==> src/rtl/pfd_pkg.sv <==
package pfd_pkg;
  // strobes from the pump control to the counting datapath
  typedef struct packed {
    logic overlap;  // both pump sides pending
    logic lone;     // exactly one side pending
    logic clear;    // both sides clear at the next edge
  } pfdStrobe_t;
endpackage

==> src/rtl/pfd_datapath.sv <==
module pfd_datapath
  import pfd_pkg::*;
#(
  parameter int SYNC_STAGES = 2,
  parameter int DLY_W       = 2,
  parameter int LOCK_CYCLES = 16,
  parameter int LONE_W      = 8
) (
  input  logic             clk,
  input  logic             rst_n,
  input  logic             refIn,
  input  logic             fbIn,
  input  logic [DLY_W-1:0] rstDelay,
  input  pfdStrobe_t       strobe,
  output logic             refRise,
  output logic             fbRise,
  output logic             ovDone,
  output logic             locked
);
  localparam int LOCK_W = $clog2(LOCK_CYCLES + 1);
  localparam logic [LOCK_W-1:0] LOCK_MAX = LOCK_W'(LOCK_CYCLES);
  localparam logic [LONE_W-1:0] LONE_MAX = '1;

  logic [SYNC_STAGES-1:0] refPipe, fbPipe;
  logic refPrev, fbPrev;
  logic [DLY_W-1:0]  ovCnt;
  logic [LONE_W-1:0] loneCnt;
  logic [LOCK_W-1:0] lockCnt;

  // synchronizer chains, one per input
  generate
    if (SYNC_STAGES > 1) begin : g_multi
      always_ff @(posedge clk) begin
        if (!rst_n) begin
          refPipe <= '0;
          fbPipe  <= '0;
        end else begin
          refPipe <= {refPipe[SYNC_STAGES-2:0], refIn};
          fbPipe  <= {fbPipe[SYNC_STAGES-2:0], fbIn};
        end
      end
    end else begin : g_single
      always_ff @(posedge clk) begin
        if (!rst_n) begin
          refPipe <= '0;
          fbPipe  <= '0;
        end else begin
          refPipe <= refIn;
          fbPipe  <= fbIn;
        end
      end
    end
  endgenerate

  always_ff @(posedge clk) begin
    if (!rst_n) begin
      refPrev <= 1'b0;
      fbPrev  <= 1'b0;
    end else begin
      refPrev <= refPipe[SYNC_STAGES-1];
      fbPrev  <= fbPipe[SYNC_STAGES-1];
    end
  end

  assign refRise = refPipe[SYNC_STAGES-1] & ~refPrev;
  assign fbRise  = fbPipe[SYNC_STAGES-1] & ~fbPrev;

  // overlap length counter
  always_ff @(posedge clk) begin
    if (!rst_n || !strobe.overlap || strobe.clear) ovCnt <= '0;
    else                                           ovCnt <= ovCnt + 1'b1;
  end
  assign ovDone = (ovCnt == rstDelay);

  // cycles with a single pending side in the current comparison
  always_ff @(posedge clk) begin
    if (!rst_n || strobe.clear)                 loneCnt <= '0;
    else if (strobe.lone && loneCnt != LONE_MAX) loneCnt <= loneCnt + 1'b1;
  end

  // consecutive tight comparisons
  always_ff @(posedge clk) begin
    if (!rst_n) lockCnt <= '0;
    else if (strobe.clear) begin
      if (loneCnt != '0)          lockCnt <= '0;
      else if (lockCnt != LOCK_MAX) lockCnt <= lockCnt + 1'b1;
    end
  end
  assign locked = (lockCnt == LOCK_MAX);

  a_r1_ref_rise_single: assert property (@(posedge clk) disable iff (!rst_n)
    refRise |=> !refRise);
  a_r8_miss_unlocks: assert property (@(posedge clk) disable iff (!rst_n)
    (strobe.clear && loneCnt != '0) |=> !locked);
endmodule

==> src/rtl/pfd_ctrl.sv <==
module pfd_ctrl
  import pfd_pkg::*;
(
  input  logic       clk,
  input  logic       rst_n,
  input  logic       refRise,
  input  logic       fbRise,
  input  logic       ovDone,
  output logic       rawUp,
  output logic       rawDn,
  output pfdStrobe_t strobe
);
  logic bothSet, clearNow;

  assign bothSet  = rawUp & rawDn;
  assign clearNow = bothSet & ovDone;

  // a new edge in the clearing cycle still starts the next comparison
  always_ff @(posedge clk) begin
    if (!rst_n) begin
      rawUp <= 1'b0;
      rawDn <= 1'b0;
    end else if (clearNow) begin
      rawUp <= refRise;
      rawDn <= fbRise;
    end else begin
      rawUp <= rawUp | refRise;
      rawDn <= rawDn | fbRise;
    end
  end

  always_comb begin
    strobe.overlap = bothSet;
    strobe.lone    = rawUp ^ rawDn;
    strobe.clear   = clearNow;
  end

  a_r5_clear_together: assert property (@(posedge clk) disable iff (!rst_n)
    (bothSet && ovDone && !refRise && !fbRise) |=> (!rawUp && !rawDn));
  a_r6_hold_without_edge: assert property (@(posedge clk) disable iff (!rst_n)
    (!rawUp && !refRise) |=> !rawUp);
  a_r6_pending_stays: assert property (@(posedge clk) disable iff (!rst_n)
    (rawUp && !rawDn && !fbRise) |=> rawUp);
endmodule

==> src/rtl/pfd_polarity.sv <==
module pfd_polarity
  import pfd_pkg::*;
#(
  parameter int SYNC_STAGES = 2,
  parameter int DLY_W       = 2,
  parameter int LOCK_CYCLES = 16,
  parameter int LONE_W      = 8
) (
  input  logic             clk,
  input  logic             rst_n,
  input  logic             refIn,
  input  logic             fbIn,
  input  logic             invertPol,
  input  logic [DLY_W-1:0] rstDelay,
  output logic             pumpUp,
  output logic             pumpDown,
  output logic             locked
);
  pfdStrobe_t strobe;
  logic refRise, fbRise, ovDone, rawUp, rawDn;

  pfd_datapath #(
    .SYNC_STAGES(SYNC_STAGES), .DLY_W(DLY_W),
    .LOCK_CYCLES(LOCK_CYCLES), .LONE_W(LONE_W)
  ) u_dp (
    .clk(clk), .rst_n(rst_n), .refIn(refIn), .fbIn(fbIn),
    .rstDelay(rstDelay), .strobe(strobe), .refRise(refRise),
    .fbRise(fbRise), .ovDone(ovDone), .locked(locked)
  );

  pfd_ctrl u_ctrl (
    .clk(clk), .rst_n(rst_n), .refRise(refRise), .fbRise(fbRise),
    .ovDone(ovDone), .rawUp(rawUp), .rawDn(rawDn), .strobe(strobe)
  );

  assign pumpUp   = invertPol ? rawDn : rawUp;
  assign pumpDown = invertPol ? rawUp : rawDn;

  a_r9_reset_quiet: assert property (@(posedge clk)
    !rst_n |=> (!pumpUp && !pumpDown && !locked));
endmodule

==> config.mk <==
export PLATFORM = sky130hd
export DESIGN_NAME = pfd_polarity
export DESIGN_NICKNAME = d
export VERILOG_FILES = /design/src/rtl/pfd_pkg.sv /design/src/rtl/pfd_datapath.sv /design/src/rtl/pfd_ctrl.sv /design/src/rtl/pfd_polarity.sv
export SDC_FILE = /design/constraint.sdc
export NUM_CORES = 1
export LEC_CHECK = 0
export ABC_CLOCK_PERIOD_IN_PS = 2200
export BUFFER_PORTS_ARGS = -buffer_cell sky130_fd_sc_hd__buf_2
export CAP_MARGIN = 20
export CELL_PAD_IN_SITES_DETAIL_PLACEMENT = 2
export CELL_PAD_IN_SITES_GLOBAL_PLACEMENT = 2
export CORE_UTILIZATION = 38
export CTS_CLUSTER_DIAMETER = 150
export CTS_CLUSTER_SIZE = 40
export DETAILED_ROUTE_END_ITERATION = 8
export HOLD_SLACK_MARGIN = 0.02
export PLACE_DENSITY_LB_ADDON = 0.1
export REMOVE_ABC_BUFFERS = 1
export SLEW_MARGIN = 20
export SYNTH_ARGS = -nofsm -noshare
export SYNTH_HDL_FRONTEND = slang
export SYNTH_SLANG_ARGS = --single-unit
==> constraint.sdc <==
create_clock -name clk -period 2.2 [get_ports clk]
set_input_delay 0.44 -clock clk [delete_from_list [all_inputs] [get_ports clk]]
set_output_delay 0.44 -clock clk [all_outputs]
set_load 0.02 [all_outputs]
==> flow_summary.yaml <==
cts:
  cts_tree: "done"
  post-cts-setup-buffers: 0
  hold_buffers: 0
  cts_buffers: 3
  cts_max_path_buffers: 2
  clk_pin_slew_worst_paths_ns: 0.13
  clock-sinks: 23
  h-tree-depth: 1
  ctsResizeCount: 0
  cts_root_buffer: "clkbuf_4"
  worstSkewPairLatency_ns: 0.31
layout:
  area_delta_synth_final_pct: 9.704
  antenna_cells: 0
  fin_cells: 156
  layout.nets: 139
  drive_above_1_share: 0.1508
  nFillCells: 293
global_route:
  antenna_found_initial: 0
  grt_pass1_wl_mm: 3.939
  grt-ovfl-total: 0
  grt_max_degree: 20
  grt_pass1_vias: 914
  grt_usage: 0.1879
worst_setup_path:
  critPathCaptureType: "output pin"
  crit_arrival_ns: 1.64
  r2r-end: "u_dp.loneCnt[5]"
  startpoint_type: "flip-flop"
  rrSetupSlack_ns: 0.58
  crit_path_start: "u_dp.lockCnt[0]"
  crit_path_max_fanout: 4
  r2r-start: "u_ctrl.rawUp"
  r2r_cells: 5
  critical_path_class: "reg -> out"
  crit_required_ns: 1.76
power_and_ir_drop:
  power.internal_mw: 0.5239
  switchingPower_mw: 0.1717
  sequentialPowerShare: 0.623
  pwr-share-clk: 0.282
  power_density_nw_per_um2: 599.8
  pwr-share-comb: 0.095
  vdd_ir_drop_max_v: 0.0004335
  fin_total_pwr_mw: 0.6957
  p_sw_frac: 0.2469
  p_leak_nw: 0.4773
placement:
  post-place-cells: 152
  gp_congestion: 0.7148
  hpwlAfterDp_mm: 1.846
  io_buffers: 9
timing:
  slew_headroom: 0.6606
  hold_slack_ns: 0.3220
  setup_tns_ns: 0
  rsz0062_at_grt: "no"
  max_slew.worst_pin.slew_ns: 0.5023
  fmax_ghz: 0.4803
  setup_viol: 0
  drv_slew: 0
  hold_viol: 0
  period_minus_slack_ns: 2.082
  finalCritPeriodShare: 0.9463
  skew_ns: 0.004968
floorplanning:
  start_util: 0.4154
  num_rows: 18
  core_region_area_um2: 2545
  dieWidth_um: 54.75
  io_pins: 10
  die_h_um: 54.75
  dieArea_um2: 2997
yosys:
  synth-seq-area-share: 0.4355
  synth.avg_cell_area_um2: 9.194
  ys.flop_type: "dfxtp_1"
  syn_area_um2: 1057
  synth_cell_type_count: 34
  syn_inst: 115
  ys_warn_count: 0
  synth-seq-cells: 23
  async_flop_share: 0
  synth_edf_count: 0
min_path:
  hold_path_class: "in -> reg"
  hold_end: "u_dp.refPipe[0]"
  whs_path_depth: 2
  worst_hold_startpoint: "refIn"
routing:
  ant_nets: 0
  drc: 0
  firstDrtPassIters: 4
  vias: 849
  wire_per_inst_um: 15.02
  wirelength_mm: 2.343
  drt_iter0_markers: 7
  viasPerCell: 5.442
job:
  max_cap_viol_count: 0
outcome:
  outcome: "finished, final reports clean"
==> logic make-up after synthesis <==
logic type / synth area share
AND/OR/NAND/NOR: 0.2746
flip-flops: 0.4355
AO/OA/AOI/OAI: 0.1089
buffers and inverters: 0.03196
XOR/XNOR: 0.04970
adder cells (fa/ha/maj): 0.05917
multiplexers: 0.04024
==> how the worst max path moves through the flow <==
stage                       to
2_1_floorplan  u_dp.lockCnt[2]
3_3_place_gp            locked
3_5_place_dp            locked
4_1_cts                 locked
5_1_grt                 locked
6_report                locked
==> cell type report <==
type	instances	area [um^2]	share of cell area
inverters	7	26.28	0.02265
flip-flops and latches	23	460.4	0.3970
clock inverters	1	5.005	0.004315
clock buffers	3	22.52	0.01942
multi-input cells	83	563.0	0.4854
repair buffers	9	45.04	0.03884
well taps	30	37.54	0.03236
==> cell usage in the layout, fill, tap and decap left out, drive strengths merged, types with 4 or more instances in the layout <==
cell type	n
and2	5
inv	7
dfxtp	23
o21ai	6
nor2	11
buf	9
xnor2	4
ha	5
nand2	11
nand3	6
==> cell usage after synthesis, types with 3 or more instances <==
cell      n  area [um^2]
nand3_1   6        30.03
and2_1    5        31.28
nor2_1   11        41.29
and3_1    3        18.77
o21ai_0   5        25.02
ha_1      5        62.56
nor3_1    3        15.01
inv_1     7        26.28
xnor2_1   4        35.03
dfxtp_1  23        460.4
nand2_1  10        37.54
==> power by group through the flow <==
stage               combinational, mW  sequential [mW]  clock, mW
finish                         0.0663            0.433      0.196
detailed placement             0.0677            0.443          0
global placement               0.0650            0.442          0
floorplan                      0.0443            0.441          0
CTS                            0.0679            0.434      0.215
global route                   0.0750            0.436      0.224
==> sequential cells by signal (all words and copies together), names as in the netlist <==
| signal | flops |
|---|---|
| u_ctrl.rawUp | 1 |
| u_dp.lockCnt | 5 |
| u_dp.fbPrev | 1 |
| u_dp.fbPipe | 2 |
| u_dp.refPipe | 2 |
| u_ctrl.rawDn | 1 |
| u_dp.ovCnt | 2 |
| u_dp.loneCnt | 8 |
| u_dp.refPrev | 1 |
==> stage by stage <==
stage	worst slack, ns	utilization	cell area (um^2)
floorplan	0.3655	-	1050
global placement	0.4770	0.4449	1132
detailed placement	0.4627	0.4449	1132
CTS	0.07857	0.4558	1160
global route	0.009766	0.4558	1160
finish	0.1181	0.4558	1160
==> layer usage <==
layer  vias up  part of all wire  global-route usage  wire length, um
met1       410              0.48              0.2217             1122
met3         4             0.020             0.03611               47
met2        10              0.49              0.3173             1143
li1        425                 -                   -                -
met4         0             0.012             0.09829               29
met5         -                 0                   0                0
==> worst max-delay path: stages (launching register included) <==
cell	delay [ns]
dfxtp_1	0.36
inv_1	0.09
ha_1	0.14
nor4bb_1	0.48
buf_2	0.26
Power figures use the tool's default switching activity.
